--- src/rtl/pwr_mode_pkg.sv ---
package pwr_mode_pkg;
  localparam int unsigned NUM_MODES = 7;

  localparam int unsigned IDX_RST = 0;
  localparam int unsigned IDX_HS  = 1;
  localparam int unsigned IDX_CD  = 2;
  localparam int unsigned IDX_SLP = 3;
  localparam int unsigned IDX_MCS = 4;
  localparam int unsigned IDX_SWS = 5;
  localparam int unsigned IDX_HWS = 6;

  typedef enum logic [NUM_MODES-1:0] {
    MODE_RST = 7'b000_0001,
    MODE_HS  = 7'b000_0010,
    MODE_CD  = 7'b000_0100,
    MODE_SLP = 7'b000_1000,
    MODE_MCS = 7'b001_0000,
    MODE_SWS = 7'b010_0000,
    MODE_HWS = 7'b100_0000
  } pmode_e;
endpackage

--- src/rtl/pm_sync.sv ---
module pm_sync #(
  parameter int unsigned WIDTH  = 1,
  parameter int unsigned STAGES = 2,
  parameter logic [WIDTH-1:0] RST_VAL = '0
) (
  input  logic             clk_i,
  input  logic             rst_ni,
  input  logic [WIDTH-1:0] d_i,
  output logic [WIDTH-1:0] q_o
);
  logic [WIDTH-1:0] stage_q [STAGES];

  always_ff @(posedge clk_i or negedge rst_ni) begin
    if (!rst_ni) begin
      for (int i = 0; i < STAGES; i++) stage_q[i] <= RST_VAL;
    end else begin
      stage_q[0] <= d_i;
      for (int i = 1; i < STAGES; i++) stage_q[i] <= stage_q[i-1];
    end
  end

  assign q_o = stage_q[STAGES-1];
endmodule

--- src/rtl/pm_target_sel.sv ---
module pm_target_sel
  import pwr_mode_pkg::*;
#(
  parameter int unsigned MSTP_W = 16
) (
  input  logic              ssby_i,
  input  logic [MSTP_W-1:0] mstp_i,
  input  logic [MSTP_W-1:0] exmstp_i,
  output pmode_e            target_o
);
  localparam logic [MSTP_W-1:0] ALL_STOP = {MSTP_W{1'b1}};
  localparam logic [MSTP_W-1:0] ALL_BUT0 = {{(MSTP_W-1){1'b1}}, 1'b0};

  logic all_stop;

  // bit 0 may stay clear so the 8-bit timer keeps running
  assign all_stop = ((mstp_i == ALL_STOP) || (mstp_i == ALL_BUT0)) &&
                    (exmstp_i == ALL_STOP);

  always_comb begin
    if (ssby_i)        target_o = MODE_SWS;
    else if (all_stop) target_o = MODE_MCS;
    else               target_o = MODE_SLP;
  end
endmodule

--- src/rtl/pm_wake_eval.sv ---
module pm_wake_eval #(
  parameter int unsigned N_IRQ = 16
) (
  input  logic             nmi_i,
  input  logic [N_IRQ-1:0] irq_i,
  input  logic [N_IRQ-1:0] irq_stby_en_i,
  input  logic             tmr8_irq_i,
  input  logic             wdt_irq_i,
  input  logic             tmr8_stopped_i,
  output logic             wake_slp_o,
  output logic             wake_mcs_o,
  output logic             wake_sws_o
);
  logic any_irq;
  logic any_en_irq;

  assign any_irq    = |irq_i;
  assign any_en_irq = |(irq_i & irq_stby_en_i);

  assign wake_slp_o = nmi_i | any_irq | tmr8_irq_i | wdt_irq_i;
  assign wake_mcs_o = nmi_i | any_irq | wdt_irq_i | (tmr8_irq_i & ~tmr8_stopped_i);
  assign wake_sws_o = nmi_i | any_en_irq;
endmodule

--- src/rtl/pwr_mode_ctrl.sv ---
module pwr_mode_ctrl
  import pwr_mode_pkg::*;
#(
  parameter int unsigned N_IRQ       = 16,
  parameter int unsigned SCK_W       = 3,
  parameter int unsigned MSTP_W      = 16,
  parameter int unsigned SYNC_STAGES = 2
) (
  input  logic                 clk_i,
  input  logic                 rst_ni,
  input  logic                 res_n_i,
  input  logic                 stby_n_i,
  input  logic                 sleep_i,
  input  logic                 ssby_i,
  input  logic [SCK_W-1:0]     sck_i,
  input  logic [MSTP_W-1:0]    mstp_i,
  input  logic [MSTP_W-1:0]    exmstp_i,
  input  logic                 nmi_i,
  input  logic [N_IRQ-1:0]     irq_i,
  input  logic [N_IRQ-1:0]     irq_stby_en_i,
  input  logic                 tmr8_irq_i,
  input  logic                 wdt_irq_i,
  output logic [NUM_MODES-1:0] mode_o,
  output logic                 cpu_halt_o,
  output logic                 clk_en_o,
  output logic                 reg_rst_o,
  output logic                 wake_o
);
  logic       stby_s, res_s;
  logic [1:0] pins_s;

  // reset values: standby released, reset asserted
  pm_sync #(.WIDTH(2), .STAGES(SYNC_STAGES), .RST_VAL(2'b10)) u_pin_sync (
    .clk_i (clk_i),
    .rst_ni(rst_ni),
    .d_i   ({stby_n_i, res_n_i}),
    .q_o   (pins_s)
  );
  assign stby_s = pins_s[1];
  assign res_s  = pins_s[0];

  pmode_e target;
  pm_target_sel #(.MSTP_W(MSTP_W)) u_target (
    .ssby_i  (ssby_i),
    .mstp_i  (mstp_i),
    .exmstp_i(exmstp_i),
    .target_o(target)
  );

  logic wake_slp, wake_mcs, wake_sws;
  pm_wake_eval #(.N_IRQ(N_IRQ)) u_wake (
    .nmi_i         (nmi_i),
    .irq_i         (irq_i),
    .irq_stby_en_i (irq_stby_en_i),
    .tmr8_irq_i    (tmr8_irq_i),
    .wdt_irq_i     (wdt_irq_i),
    .tmr8_stopped_i(mstp_i[0]),
    .wake_slp_o    (wake_slp),
    .wake_mcs_o    (wake_mcs),
    .wake_sws_o    (wake_sws)
  );

  pmode_e state_q, state_d, exec_mode;
  logic   wake_d, wake_q;

  assign exec_mode = (sck_i == '0) ? MODE_HS : MODE_CD;

  always_comb begin
    state_d = state_q;
    wake_d  = 1'b0;
    if (!stby_s) begin
      state_d = MODE_HWS;
    end else if (state_q == MODE_HWS) begin
      if (!res_s) state_d = MODE_RST;
    end else if (!res_s) begin
      state_d = MODE_RST;
    end else begin
      unique case (state_q)
        MODE_RST: state_d = exec_mode;
        MODE_HS, MODE_CD: state_d = sleep_i ? target : exec_mode;
        MODE_SLP: if (wake_slp) begin state_d = exec_mode; wake_d = 1'b1; end
        MODE_MCS: if (wake_mcs) begin state_d = exec_mode; wake_d = 1'b1; end
        MODE_SWS: if (wake_sws) begin state_d = exec_mode; wake_d = 1'b1; end
        default:  state_d = MODE_RST;
      endcase
    end
  end

  always_ff @(posedge clk_i or negedge rst_ni) begin
    if (!rst_ni) begin
      state_q <= MODE_RST;
      wake_q  <= 1'b0;
    end else begin
      state_q <= state_d;
      wake_q  <= wake_d;
    end
  end

  assign mode_o     = state_q;
  assign cpu_halt_o = !(state_q[IDX_HS] || state_q[IDX_CD]);
  assign clk_en_o   = state_q[IDX_RST] || state_q[IDX_HS] || state_q[IDX_CD] ||
                      state_q[IDX_SLP];
  assign reg_rst_o  = state_q[IDX_RST] || state_q[IDX_HWS];
  assign wake_o     = wake_q;
endmodule

--- config.mk ---
export PLATFORM = sky130hd
export DESIGN_NAME = pwr_mode_ctrl
export DESIGN_NICKNAME = d
export VERILOG_FILES = /design/src/rtl/pwr_mode_pkg.sv /design/src/rtl/pm_sync.sv /design/src/rtl/pm_target_sel.sv /design/src/rtl/pm_wake_eval.sv /design/src/rtl/pwr_mode_ctrl.sv
export SDC_FILE = /design/constraint.sdc
export NUM_CORES = 1
export LEC_CHECK = 0
export ABC_CLOCK_PERIOD_IN_PS = 2580
export BUFFER_PORTS_ARGS = -buffer_cell sky130_fd_sc_hd__buf_2
export CAP_MARGIN = 40
export CORE_ASPECT_RATIO = 0.75
export CORE_MARGIN = 4
export CORE_UTILIZATION = 35
export DETAILED_ROUTE_END_ITERATION = 8
export PLACE_DENSITY = 0.79
export SYNTH_ARGS = -nofsm -noshare
export SYNTH_HDL_FRONTEND = slang
export SYNTH_SLANG_ARGS = --single-unit
export TNS_END_PERCENT = 100
--- constraint.sdc ---
create_clock -name clk_i -period 2.58 [get_ports clk_i]
set_input_delay 0.129 -clock clk_i [delete_from_list [all_inputs] [get_ports clk_i]]
set_output_delay 0.129 -clock clk_i [all_outputs]
set_load 0.02 [all_outputs]
==> summary by stage <==
Placement
During placement, the flow inserted port buffers numbering 86. The congestion estimate from routability-driven global placement came to 0.971. The placed wire-length estimate is 2700 um.

The placement-stage cell area is 0.00131 mm^2.

Setup path
The critical path contains buffers and inverters numbering 0 combined. The cell family contributing the most delay on the critical path is simple AND/OR/NAND/NOR gates. Walking the worst path, the cells encountered are nor2_1 > nor4b_1 > nor2b_1 > o21ai_2 > a2111oi_4. STA classifies the critical path endpoint as a flip-flop.

The kind of start point of the critical path is a flip-flop. For this run, the slowest stage of the critical path takes 510 ps. The maximum fanout along the worst path is 9. The slowest stage cell on the critical path is sky130_fd_sc_hd__nor4b_1. The arrival time of data at the critical path endpoint is 2250 ps. The critical setup path kind is reg2reg.

The critical path required time is 2760 ps.

Floorplanning
The core area is 0.00231 mm^2. The floorplan step defined a die boundary enclosing 0.00331 mm^2. Measured along the y axis, the die boundary spans 50.8 um.

The starting density of the core is 0.371. During I/O placement, the number of pins put on the boundary was 87. The die outline width is 65.1 um. In this run the core area contains 15 standard-cell rows.

Global routing
The global-route track usage on met2 is 0.306. The met1 usage in global routing is 0.245. The met3 usage in global routing is 0.0659. The overflow left after global routing is 0. The most heavily used metal layer in global routing is met2. The via count of the first global-routing pass is 1072.

The number of antenna violations at the first check in global routing was 0. The first global-routing pass estimated 4860 um of wire. In the global route stage, overall resource usage came out at 0.189. The maximum number of pins on one net before global-route repair is 13.

Synthesis
After synthesis, the cell types taking the most area are sky130_fd_sc_hd__dfrtp_1 26%, sky130_fd_sc_hd__dfstp_2 9.2%, sky130_fd_sc_hd__nand4_1 7.3%, sky130_fd_sc_hd__a2111oi_4 6.4%, sky130_fd_sc_hd__nor4_1 4.4%. In the post-synthesis netlist, the cell with the most instances is sky130_fd_sc_hd__nand4_1. The share of synthesized area in the top cell type comes to 0.263. The share of synthesized area occupied by flip-flops and latches is 0.355. The count of synthesis-stage warnings from yosys is 0. Sorting the synthesized cells by how often they occur yields 10 x sky130_fd_sc_hd__nand4_1, 9 x sky130_fd_sc_hd__dfrtp_1, 7 x sky130_fd_sc_hd__nand2_1, 6 x sky130_fd_sc_hd__nor4_1, 5 x sky130_fd_sc_hd__nor2_1. The synthesized flop and latch total is 12. The main flop type after synthesis is sky130_fd_sc_hd__dfrtp_1.

Each instance of the synthesized netlist takes up on average 9.73 um^2. Counting flops with a built-in enable in the synthesized netlist gives 0. In this run, distinct cell masters in the synthesized netlist total 38. The proportion of register bits with asynchronous set or reset after synthesis is 1.00.

When the netlist entered floorplanning its net count stood at 164. After technology mapping, the gate count stands at 88. In this run the cell area of the synthesized design comes to 856 um^2. The largest total area in the synthesized netlist belongs to sky130_fd_sc_hd__dfrtp_1.

Cells and area
0 antenna diodes ended up in the layout. Summing all flip-flop and latch instances after layout gives 304 um^2. The cell area after layout is 0.00138 mm^2. The fill cell total of the finished layout is 198.

The area growth from synthesis to layout is 61.1%. The fraction of final layout cells sized beyond drive strength 1 is 0.564. The multi-input gate area in the final layout is 517 um^2. The net count reported at finish is 256.

Timing
The slew at the pin with the worst max-slew slack is 761 ps. Between clock sinks in the finished design, the worst skew comes to 3.44 ps. Subtracting the final worst setup slack from the clock period gives 2060 ps. The maximum operating frequency is 485 MHz.

Setup violations remaining at the end of the flow were counted as 0. In the finished design, the share of the clock period the worst path needs comes to 0.799. Setup repair after global routing left no endpoint under its margin. The summed negative setup slack over all endpoints is 0 ps. The max-slew headroom at the worst pin is 0.490.

The total count of hold-check failures in the final report is 0. The max-slew violation count is 0.

Power and ir drop
For this design the static power due to leakage is 0.665 nW. Summed over all nets, the switching power comes to 0.132 mW. The relative contribution of sequential cells to total power is 0.424. Of the total power, combinational logic draws 0.251. The share of total power dissipated in the clock network is 0.324.

The power per cell area is 349 mW/mm^2. The worst-case IR drop observed on VDD is 0.000259 V. Of the total power, the share spent switching nets is 0.274. The cell-internal power is 0.349 mW.

CTS
Counting the buffers created by CTS gives 3. The number of setup buffers added after CTS is 0. Clock-pin slew was measured on the worst setup and hold paths at 80 ps.

The tree built by TritonCTS fans out to 12 sinks. Counting along the longest clock path gives a buffer depth of 2. In this run the number of H-tree levels came out at 1.

The buffer type at the clock tree root is sky130_fd_sc_hd__clkbuf_4. The TritonCTS clock tree is done. The source-to-sink clock delay at the later pin of the worst-skew pair is 290 ps.

Drt
The detailed router finished its first iteration with 78 violations. The ratio of routed vias to standard cells is 5.19. The total number of vias is 1106. The number of iterations in the first detailed-routing pass is 4. After detailed routing, the number of remaining DRC violations is 0. Wires add up to 3180 um. Once detail routing completed, the nets flagged for antenna violations numbered 0. After detailed routing, the average wire length per cell comes to 14.9 um.

Job
The number of max-capacitance violations reported is 0.

Hold path
The worst hold path belongs to the class in2reg.

Status
The flow ran to the end, and the final reports show no timing, DRC or antenna violations.
## placed cells by master, fill, tap and decap left out, types with 2 or more instances in the layout
master                           n
sky130_fd_sc_hd__nor4_2          2
sky130_fd_sc_hd__a32o_1          2
sky130_fd_sc_hd__a31oi_1         2
sky130_fd_sc_hd__inv_1           4
sky130_fd_sc_hd__nand4_1        10
sky130_fd_sc_hd__dfrtp_1         9
sky130_fd_sc_hd__a211oi_1        3
sky130_fd_sc_hd__xor2_1          2
sky130_fd_sc_hd__buf_2          86
sky130_fd_sc_hd__nor3b_1         2
sky130_fd_sc_hd__a22o_1          3
sky130_fd_sc_hd__clkbuf_4        3
sky130_fd_sc_hd__nor2_1          5
sky130_fd_sc_hd__a2111oi_4       2
sky130_fd_sc_hd__nand3_1         2
sky130_fd_sc_hd__a221oi_1        3
sky130_fd_sc_hd__nor4_1          6
sky130_fd_sc_hd__nand2_1         7
sky130_fd_sc_hd__dfstp_2         3
sky130_fd_sc_hd__dlygate4sd3_1   3
## stage by stage
stage          instances  worst slack [ps]  hold slack [ps]   util  power (mW)
3_5_place_dp         206               615             23.0  0.569       0.325
5_1_grt              213               394              105  0.597       0.502
3_3_place_gp         206               676             16.6  0.569       0.321
4_1_cts              213               588              103  0.597       0.482
6_report             213               517             96.4  0.597       0.481
2_1_floorplan         88               584             -167      -       0.248
## area by class of cell
type                            count  share of cell area
Tap cell                           34              0.0309
Inverter                            5              0.0136
Timing Repair Buffer               89               0.334
Multi-Input combinational cell     69               0.375
Clock buffer                        4              0.0263
Sequential cell                    12               0.221
## routing by layer
| layer | vias to the layer above | share of wire |
|---|---|---|
| met4 | 0 | 0 |
| li1 | 546 | - |
| met5 | - | 0 |
| met2 | 33 | 0.51 |
| met3 | 0 | 0.080 |
| met1 | 527 | 0.41 |
## path summary, 6_finish.rpt
path / to / start / cells after the start / slack, ps
setup reg to reg: mode_o[1]$_DFFE_PN0P_ / mode_o[4]$_DFFE_PN0P_ / 5 / 520
min in group asynchronous: mode_o[5]$_DFFE_PN0P_ / rst_ni / 2 / 250
hold reg to reg: u_pin_sync.q_o[0]$_DFF_PN0_ / u_pin_sync.stage_q[2]$_DFF_PN0_ / 0 / 360
hold / removal: mode_o[5]$_DFFE_PN0P_ / ssby_i / 2 / 100
max in group asynchronous: mode_o[0]$_DFFE_PN1P_ / rst_ni / 2 / 2060
setup / recovery: mode_o[1]$_DFFE_PN0P_ / mode_o[4]$_DFFE_PN0P_ / 5 / 520
## logic make-up after synthesis
group / synth area share
flops: 0.355
xor+xnor: 0.0307
buf+inv: 0.0409
simple gates: 0.309
compound gates: 0.265
## power by group through the flow
stage / clock (mW) / combinational (mW) / sequential [mW]
3_3_place_gp: 0 / 0.114 / 0.207
3_5_place_dp: 0 / 0.117 / 0.208
5_1_grt: 0.164 / 0.133 / 0.205
4_1_cts: 0.158 / 0.120 / 0.204
2_1_floorplan: 0 / 0.0378 / 0.210
6_report: 0.156 / 0.121 / 0.204
## repair_timing
action / in CTS / in global routing
setup endpoints to repair: 0 / 0
hold buffers: 3 / 0
resized for setup: 0 / 0
hold endpoints to repair: 14 / 0
## flip-flops by register name, summed over array words and instances (netlist names)
name / count
mode_o: 7
wake_o: 1
u_pin_sync.q_o: 2
u_pin_sync.stage_q: 2
No activity file was read; power rests on OpenSTA's default activity.
